**src/rtl/trap_seq_pkg.sv**
```systemverilog
package trap_seq_pkg;
   typedef enum logic [1:0] {
      TK_NONE  = 2'd0,
      TK_USER  = 2'd1,
      TK_DEBUG = 2'd2
   } trap_kind_e;
endpackage

```
**src/rtl/trap_pin_sync.sv**
```systemverilog
module trap_pin_sync #(
   parameter int STAGES = 2
) (
   input  logic clk,
   input  logic rst_n,
   input  logic pin_i,
   output logic rise_o
);
   localparam int LAST = STAGES - 1;

   if (STAGES < 2) begin : g_bad_stages
      $error("trap_pin_sync: STAGES must be at least 2");
   end

   logic [STAGES-1:0] chain_q;
   logic              seen_q;

   if (STAGES == 2) begin : g_two
      always_ff @(posedge clk or negedge rst_n) begin
         if (!rst_n) chain_q <= '0;
         else        chain_q <= {chain_q[0], pin_i};
      end
   end else begin : g_many
      always_ff @(posedge clk or negedge rst_n) begin
         if (!rst_n) chain_q <= '0;
         else        chain_q <= {chain_q[STAGES-2:0], pin_i};
      end
   end

   always_ff @(posedge clk or negedge rst_n) begin
      if (!rst_n) seen_q <= 1'b0;
      else        seen_q <= chain_q[LAST];
   end

   assign rise_o = chain_q[LAST] & ~seen_q;
endmodule

```
**src/rtl/trap_take_ctl.sv**
```systemverilog
module trap_take_ctl
   import trap_seq_pkg::*;
#(
   parameter int              PC_W      = 16,
   parameter logic [PC_W-1:0] USER_VEC  = 'h46,
   parameter logic [PC_W-1:0] DEBUG_VEC = 'h3,
   parameter int              RET_STEP  = 1
) (
   input  logic            clk,
   input  logic            rst_n,
   input  logic            user_rise_i,
   input  logic            dbg_req_i,
   input  logic            insn_end_i,
   input  logic            insn_two_cyc_i,
   input  logic            wait_i,
   input  logic [PC_W-1:0] pc_i,
   input  logic            trap_ret_i,
   output logic            take_o,
   output trap_kind_e      take_kind_o,
   output logic            active_o,
   output trap_kind_e      kind_o,
   output logic            branch_o,
   output logic [PC_W-1:0] branch_addr_o,
   output logic [PC_W-1:0] ret_addr_o
);
   localparam logic [PC_W-1:0] STEP = PC_W'(RET_STEP);

   logic            pend_user_q, pend_dbg_q;
   logic            boundary;
   logic [PC_W-1:0] ret_next;
   logic [PC_W-1:0] vec_next;

   assign boundary    = insn_end_i & ~wait_i;
   assign take_o      = (pend_user_q | pend_dbg_q) & boundary & ~active_o;
   assign take_kind_o = pend_user_q ? TK_USER : TK_DEBUG;
   assign vec_next    = pend_user_q ? USER_VEC : DEBUG_VEC;
   assign ret_next    = insn_two_cyc_i ? pc_i : pc_i + STEP;

   always_ff @(posedge clk or negedge rst_n) begin
      if (!rst_n) begin
         pend_user_q <= 1'b0;
         pend_dbg_q  <= 1'b0;
      end else if (take_o) begin
         pend_user_q <= 1'b0;
         pend_dbg_q  <= 1'b0;
      end else if (!active_o) begin
         if (user_rise_i) pend_user_q <= 1'b1;
         if (dbg_req_i)   pend_dbg_q  <= 1'b1;
      end
   end

   always_ff @(posedge clk or negedge rst_n) begin
      if (!rst_n) begin
         active_o <= 1'b0;
         kind_o   <= TK_NONE;
      end else if (take_o) begin
         active_o <= 1'b1;
         kind_o   <= take_kind_o;
      end else if (trap_ret_i && active_o) begin
         active_o <= 1'b0;
         kind_o   <= TK_NONE;
      end
   end

   always_ff @(posedge clk or negedge rst_n) begin
      if (!rst_n) begin
         branch_o      <= 1'b0;
         branch_addr_o <= '0;
         ret_addr_o    <= '0;
      end else begin
         branch_o <= take_o;
         if (take_o) begin
            branch_addr_o <= vec_next;
            ret_addr_o    <= ret_next;
         end
      end
   end
endmodule

```
**src/rtl/trap_pin_view.sv**
```systemverilog
module trap_pin_view
   import trap_seq_pkg::*;
#(
   parameter int               VEC_W     = 4,
   parameter logic [VEC_W-1:0] TRAP_CODE = '1
) (
   input  logic             clk,
   input  logic             rst_n,
   input  logic             take_i,
   input  trap_kind_e       take_kind_i,
   input  logic             active_i,
   input  trap_kind_e       kind_i,
   input  logic             irq_ack_i,
   input  logic [VEC_W-1:0] irq_vec_i,
   output logic             ack_o,
   output logic [VEC_W-1:0] vec_o
);
   trap_kind_e eff_kind;
   logic       busy;
   logic       show_code;
   logic       freeze;

   assign busy      = take_i | active_i;
   assign eff_kind  = take_i ? take_kind_i : kind_i;
   assign show_code = busy && (eff_kind == TK_USER);
   assign freeze    = active_i && !take_i && (kind_i == TK_DEBUG);

   always_ff @(posedge clk or negedge rst_n) begin
      if (!rst_n) begin
         ack_o <= 1'b0;
         vec_o <= '0;
      end else if (show_code) begin
         ack_o <= 1'b1;
         vec_o <= TRAP_CODE;
      end else if (!freeze) begin
         ack_o <= irq_ack_i;
         vec_o <= irq_vec_i;
      end
   end
endmodule

```
**src/rtl/trap_sequencer.sv**
```systemverilog
module trap_sequencer
   import trap_seq_pkg::*;
#(
   parameter int                 PC_W        = 16,
   parameter int                 VEC_W       = 4,
   parameter int                 SYNC_STAGES = 2,
   parameter int                 RET_STEP    = 1,
   parameter logic [PC_W-1:0]    USER_VEC    = 'h46,
   parameter logic [PC_W-1:0]    DEBUG_VEC   = 'h3,
   parameter logic [VEC_W-1:0]   TRAP_CODE   = '1
) (
   input  logic             clk,
   input  logic             rst_n,
   input  logic             trap_pin_i,
   input  logic             dbg_trap_i,
   input  logic             insn_end_i,
   input  logic             insn_two_cyc_i,
   input  logic             wait_i,
   input  logic [PC_W-1:0]  pc_i,
   input  logic             trap_ret_i,
   input  logic             irq_ack_i,
   input  logic [VEC_W-1:0] irq_vec_i,
   output logic             branch_o,
   output logic [PC_W-1:0]  branch_addr_o,
   output logic [PC_W-1:0]  ret_addr_o,
   output logic             trap_active_o,
   output logic             ack_o,
   output logic [VEC_W-1:0] vec_o
);
   if (USER_VEC == DEBUG_VEC) begin : g_bad_vec
      $error("trap_sequencer: user and debug vectors must differ");
   end
   if (RET_STEP < 1) begin : g_bad_step
      $error("trap_sequencer: RET_STEP must be positive");
   end

   logic       user_rise;
   logic       take;
   trap_kind_e take_kind;
   trap_kind_e kind;

   trap_pin_sync #(.STAGES(SYNC_STAGES)) u_sync (
      .clk    (clk),
      .rst_n  (rst_n),
      .pin_i  (trap_pin_i),
      .rise_o (user_rise)
   );

   trap_take_ctl #(
      .PC_W      (PC_W),
      .USER_VEC  (USER_VEC),
      .DEBUG_VEC (DEBUG_VEC),
      .RET_STEP  (RET_STEP)
   ) u_take (
      .clk            (clk),
      .rst_n          (rst_n),
      .user_rise_i    (user_rise),
      .dbg_req_i      (dbg_trap_i),
      .insn_end_i     (insn_end_i),
      .insn_two_cyc_i (insn_two_cyc_i),
      .wait_i         (wait_i),
      .pc_i           (pc_i),
      .trap_ret_i     (trap_ret_i),
      .take_o         (take),
      .take_kind_o    (take_kind),
      .active_o       (trap_active_o),
      .kind_o         (kind),
      .branch_o       (branch_o),
      .branch_addr_o  (branch_addr_o),
      .ret_addr_o     (ret_addr_o)
   );

   trap_pin_view #(
      .VEC_W     (VEC_W),
      .TRAP_CODE (TRAP_CODE)
   ) u_view (
      .clk         (clk),
      .rst_n       (rst_n),
      .take_i      (take),
      .take_kind_i (take_kind),
      .active_i    (trap_active_o),
      .kind_i      (kind),
      .irq_ack_i   (irq_ack_i),
      .irq_vec_i   (irq_vec_i),
      .ack_o       (ack_o),
      .vec_o       (vec_o)
   );
endmodule

```
**config.mk**
```make
export PLATFORM = sky130hd
export DESIGN_NAME = trap_sequencer
export DESIGN_NICKNAME = d
export VERILOG_FILES = /design/src/rtl/trap_seq_pkg.sv /design/src/rtl/trap_pin_sync.sv /design/src/rtl/trap_take_ctl.sv /design/src/rtl/trap_pin_view.sv /design/src/rtl/trap_sequencer.sv
export SDC_FILE = /design/constraint.sdc
export NUM_CORES = 1
export LEC_CHECK = 0
export ABC_AREA = 0
export BUFFER_PORTS_ARGS = -buffer_cell sky130_fd_sc_hd__buf_2
export CORE_MARGIN = 10
export CORE_UTILIZATION = 49
export CTS_BUF_LIST = sky130_fd_sc_hd__clkbuf_8
export DETAILED_ROUTE_END_ITERATION = 10
export PLACE_DENSITY = 0.87
export SLEW_MARGIN = 20
export SYNTH_ARGS = -nofsm -noshare
export SYNTH_HDL_FRONTEND = slang
export SYNTH_SLANG_ARGS = --single-unit
```
**constraint.sdc**
```tcl
create_clock -name clk -period 1.8 [get_ports clk]
set_input_delay 0.09 -clock clk [delete_from_list [all_inputs] [get_ports clk]]
set_output_delay 0.09 -clock clk [all_outputs]
set_load 0.02 [all_outputs]
```
== Yosys cells after proc, flatten, opt, wreduce, memory -nomap -nowiden ==
Index checks and enable logic that the tools add are counted.

* Flip-flop bits (word level): 46
* Output and inout bits: 39

* Add/sub/neg operators: 1
* Equal/unequal tests: 4
* Muxes and demuxes: 18
* Bitwise gates (word level): 9
* Reduce and logical (&&, ||, !) cells: 10

{| class="wikitable"
|+ Operator list
! operator !! count
|-
| 16-bit by 1-bit adder with 16-bit output, second input constant || 1
|-
| 16-bit two-way mux || 1
|-
| 1-bit two-way mux || 10
|-
| 2-bit two-way mux || 4
|-
| 4-bit two-way mux || 2
|-
| 7-bit two-way mux || 1
|-
| 2-bit nonzero test || 3
|-
| 1-bit bitwise AND || 4
|-
| 1-bit logical AND || 4
|-
| 2-bit by 1-bit inequality test with 1-bit output, second input constant || 2
|-
| 2-bit AND reduction || 2
|-
| 1-bit inverter || 3
|-
| 2-bit by 1-bit equality test with 1-bit output, second input constant || 1
|-
| 2-bit equality test, second input constant || 1
|-
| 1-bit bitwise OR || 2
|-
| 1-bit logical NOT || 1
|}

== Longest topological paths before layout ==
* Depth after elaboration: 9
* Mapped depth: 7
* Mapped depth without buffers: 5

== By module ==
Synthesis repeated with hierarchy kept, for this count alone.

* Cell total of the unflattened synthesis: 173
* Area total of the unflattened synthesis: 1651.6 um2

{| class="wikitable"
|+ Modules (own cells, without submodules)
! module !! times used !! cells an instance !! area an instance (um2) !! seq. area each (um2)
|-
| trap_take_ctl || 1 || 144 || 1331.3 || 625.6
|-
| trap_pin_view || 1 || 25 || 231.5 || 125.1
|-
| trap_pin_sync || 1 || 4 || 88.8 || 75.1
|}

== Worst setup path after synthesis ==
Ideal clock, no wire load.

* Path kind: register -> register
* Start point: register u_take.active_o
* End point: register u_take.kind_o[0]
* Library setup time: 0.121 ns
* Arrival: 1.653 ns
* Required time: 1.679 ns
* Slack: 0.027 ns
* Cell stages (with the launch flop): 8
* Buffers on the path: 2
* Cell sequence: dfrtp_1 -> or3b_1 -> buf_2 -> or2_1 -> buf_6 -> clkinv_4 -> a21oi_1 -> a22o_1

* Cells in the longest elaborated chain, start to end: 3
* Elaborated cells between the ends (all ways): 5
* Those cells by class: 1 x mux; 2 x bitwise; 2 x reduce/logical

{| class="wikitable"
|+ Ends and longest elaborated chain
! item !! RTL line !! text
|-
| start, declared || trap_take_ctl.sv:20 || <nowiki>output logic active_o,</nowiki>
|-
| start signal, assigned || trap_take_ctl.sv:54 || <nowiki>active_o <= 1'b0;</nowiki>
|-
| start signal, assigned || trap_take_ctl.sv:57 || <nowiki>active_o <= 1'b1;</nowiki>
|-
| start signal, assigned || trap_take_ctl.sv:60 || <nowiki>active_o <= 1'b0;</nowiki>
|-
| 1-bit inverter * || trap_take_ctl.sv:34 || <nowiki>assign take_o = (pend_user_q | pend_dbg_q) & boundary & ~active_o;</nowiki>
|-
| 1-bit bitwise AND * || trap_take_ctl.sv:34 ||
|-
| via take || trap_sequencer.sv:38 || <nowiki>logic take;</nowiki>
|-
| 2-bit two-way mux or 2-bit nonzero test (tied branches) || -- ||
|-
| end signal, assigned || trap_take_ctl.sv:58 || <nowiki>kind_o <= take_kind_o;</nowiki>
|-
| end, declared || trap_take_ctl.sv:21 || <nowiki>output trap_kind_e kind_o,</nowiki>
|}

Mark *: on every way through the listed nets, which the timed path passes. The rest lies on a longest branch.
A chain may end at the register's enable or synchronous reset.

== Worst setup path in the final report ==
* Start point: register u_take.active_o
* End point: register u_take.ret_addr_o[4]

* Cells in the longest elaborated chain, start to end: 2

{| class="wikitable"
|+ Ends and longest elaborated chain
! item !! RTL line !! text
|-
| 1-bit inverter || trap_take_ctl.sv:34 ||
|-
| 1-bit bitwise AND || trap_take_ctl.sv:34 ||
|-
| end signal, assigned || trap_take_ctl.sv:74 || <nowiki>ret_addr_o <= ret_next;</nowiki>
|-
| end, declared || trap_take_ctl.sv:24 || <nowiki>output logic [PC_W-1:0] ret_addr_o</nowiki>
|}

No other way between the ends.

==> out/metrics.yaml <==
synth:
  synth_common_cells: "dfrtp_1, nand2_1, buf_4, o21ai_0, xnor2_1"
  yosysSeqAreaShare_pct: 50.0
  synth_cell_types: 36
  yosys.area.top_type: "dfrtp_1"
  synth_top_area_share_pct: 50.0
  ys_ff_latch: 33
  synthTopCellsByArea: "dfrtp_1, buf_4, nand2_1, o21ai_0, xnor2_1"
  synthArstFlopShare_pct: 100
  ys.flop_type: "dfrtp_1"
  syn_area_um2: 1650
  synth_edf_count: 0
  synth_warnings: 0
  syn_area_per_cell_um2: 10.1
  syn_inst: 163
  synthMostInstantiatedCell: "dfrtp_1"
timing:
  hold_ws_ps: 24.7
  period_needed_ps: 1560
  fin_skew_ps: 5.26
  grt_setup_unrepaired: "no"
  finalHoldViolations: 0
  clock.fmax_mhz: 639
  setup_viol: 0
  drv_slew: 0
  fin_crit_sh_pct: 86.9
  slew_headroom_pct: 53.4
  tightest_slew_ps: 699
  setup_tns_ps: 0
place:
  portBuffers: 55
  place_hpwl_um: 3150
  globalplace.congestion: 0.839
cts:
  cts.path.max_buffers: 2
  htreeDepth: 2
  cts_tree: "built"
  insertion_delay_ps: 280
  clkTransAtPathRegs_ps: 70
  cts_buffers: 5
  postCtsSetupRepairBufs: 0
  clock-sinks: 33
  root_buffer: "clkbuf_8"
cells_and_area:
  syn2layout_area_growth_pct: 25.5
  fin_util_pct: 63.1
  drive_above_1_share_pct: 33.9
  final_nets: 256
  diodes: 0
  fillCellCount: 270
die:
  rows: 21
  die_x_um: 78.1
  core_um2: 3280
  dieArea_um2: 6090
  pin_count: 68
  die_h_um: 78.1
  start_util_pct: 50.3
pwr:
  p_leak_nw: 1.00
  worst_ir_drop_vdd_mv: 0.726
  power_frac_comb_pct: 34.2
  p_switching_uw: 980
  intPower_mw: 1.74
  p_per_area_nw_per_um2: 1310
  p_seq_share_pct: 40.1
  swShare_pct: 36.0
  clockPowerShare_pct: 25.7
run:
  cap_viol_max_count: 0
global_route:
  grt_pass1_wl_um: 6440
  track_usage_pct: 12.9
  grt_pass1_vias: 1403
  grt_max_degree: 34
  overflow: 0
  antenna_found_initial: 0
critical_path:
  reg2reg_depth: 5
  cp-endpoint: "u_take.ret_addr_o[4]"
  r2r-start: "u_take.active_o"
  rrSetupSlack_ps: 240
  path_class: "reg2reg"
  cp.arrival_ps: 1720
  endpoint_kind: "flop"
  path_max_fanout: 20
  cp-start-kind: "flop"
  crit_required_ps: 1960
  cp-startpoint: "u_take.active_o"
  reg2reg_to: "u_take.ret_addr_o[4]"
drt:
  dr.pass1.iters: 4
  ant_nets: 0
  drt-initial-drc-count: 66
  vias: 1333
  drc: 0
  wire_per_inst_um: 14.4
  avgViaCountPerCell: 4.88
  totalWireLength_um: 3940
run_status:
  status: "finished clean"
hold_path:
  hold_path_class: "in2reg"
## state kept, by name (all words and copies together), names as in the netlist
signal and count:
u_take.branch_o 1, u_view.vec_o 4, u_take.kind_o 2, u_take.branch_addr_o 3
u_view.ack_o 1, u_sync.seen_q 1, u_sync.chain_q 2, u_take.active_o 1
u_take.pend_dbg_q 1, u_take.ret_addr_o 16, u_take.pend_user_q 1
## layout make-up
cell class / instances / area, µm² / share of cell area, %
clock inverter: 2 / 33.8 / 1.63
tap: 46 / 57.6 / 2.78
inverter: 6 / 27.5 / 1.33
clock buffer: 6 / 82.6 / 3.99
sequential: 33 / 826 / 39.9
timing repair buffer: 63 / 340 / 16.4
multi-input combinational: 117 / 704 / 34.0
## worst min path at each step
stage	start	endpoint	slack [ps]	cells past startpoint
2_1_floorplan	rst_n	u_sync.chain_q[0]	-210	0
3_3_place_gp	rst_n	u_view.ack_o	170	1
3_5_place_dp	rst_n	u_view.vec_o[0]	180	1
4_1_cts	irq_vec_i[0]	u_view.vec_o[0]	20	2
5_1_grt	irq_vec_i[0]	u_view.vec_o[0]	10	2
6_report	irq_vec_i[0]	u_view.vec_o[0]	20	2
## logic make-up (layout without fill, tap and decap cells)
group / Yosys count / in the layout / share of synthesized area [%]
buffers and inverters: 24 / 77 / 9.85
muxes: 4 / 4 / 2.42
other: 1 / 12 / 0.227
xor gates and xnor gates: 12 / 12 / 6.36
and+or+nand+nor: 59 / 59 / 18.3
DFF: 33 / 33 / 50.0
AOI/OAI and AO/OA: 29 / 29 / 12.0
adders and majority gates: 1 / 1 / 0.757
## cells in the final DEF (no fill, tap or decap), types with 2 or more instances in the layout
master         synthesis  layout
a31oi_1                2       2
nor2_1                 5       5
conb_1                 1      12
nand4_1                6       6
nor4_1                 3       3
nand3b_1               2       2
buf_4                 13       6
dfrtp_1               33      33
nor3_1                 6       6
o22a_2                 5       5
buf_2                  3      55
o21ai_0               13      13
xnor2_1                7       7
mux2i_1                4       4
a21oi_1                2       2
dlygate4sd3_1          0       2
nand2_1               26      26
inv_1                  5       6
o21ai_1                2       2
xor2_1                 5       5
clkbuf_8               0       6
nor3b_1                3       3
## what timing repair did
action                                 4_1_cts  5_1_grt
setup endpoints to repair                    0        0
hold buffers                                 2        0
gates resized for setup                      0        0
endpoints found under the hold margin       34        0
## stage by stage
stage,worst slack [ps],std cells,power (mW),instance area (µm²)
6_report,235,273,2.72,2070
5_1_grt,92.2,273,2.90,2070
4_1_cts,224,273,2.76,2070
3_5_place_dp,234,263,2.05,1940
3_3_place_gp,261,263,2.01,1940
2_1_floorplan,26.6,174,1.71,1690
## worst max-delay path, stage by stage, from the launching register on
cell and delay (ps):
dfrtp_1 370, or3b_1 390, or2_1 280, buf_4 220, nand2_1 90, o21ai_0 80
## metal layers
layer / up-vias / wire length [µm] / global-route usage (%)
met5: - / 0 / 0
met4: 0 / 53 / 4.30
met3: 6 / 417 / 6.83
met2: 45 / 2000 / 22.5
met1: 615 / 1460 / 13.0
li1: 667 / - / -
## power by group through the flow
stage / Combinational, mW / Sequential, mW / Clock (mW)
after global placement: 0.915 / 1.10 / 0
after CTS: 0.948 / 1.10 / 0.713
after detailed placement: 0.938 / 1.11 / 0
after global routing: 1.03 / 1.12 / 0.754
final: 0.931 / 1.09 / 0.700
after floorplan: 0.370 / 1.34 / 0
Power figures use the tool's default switching activity.
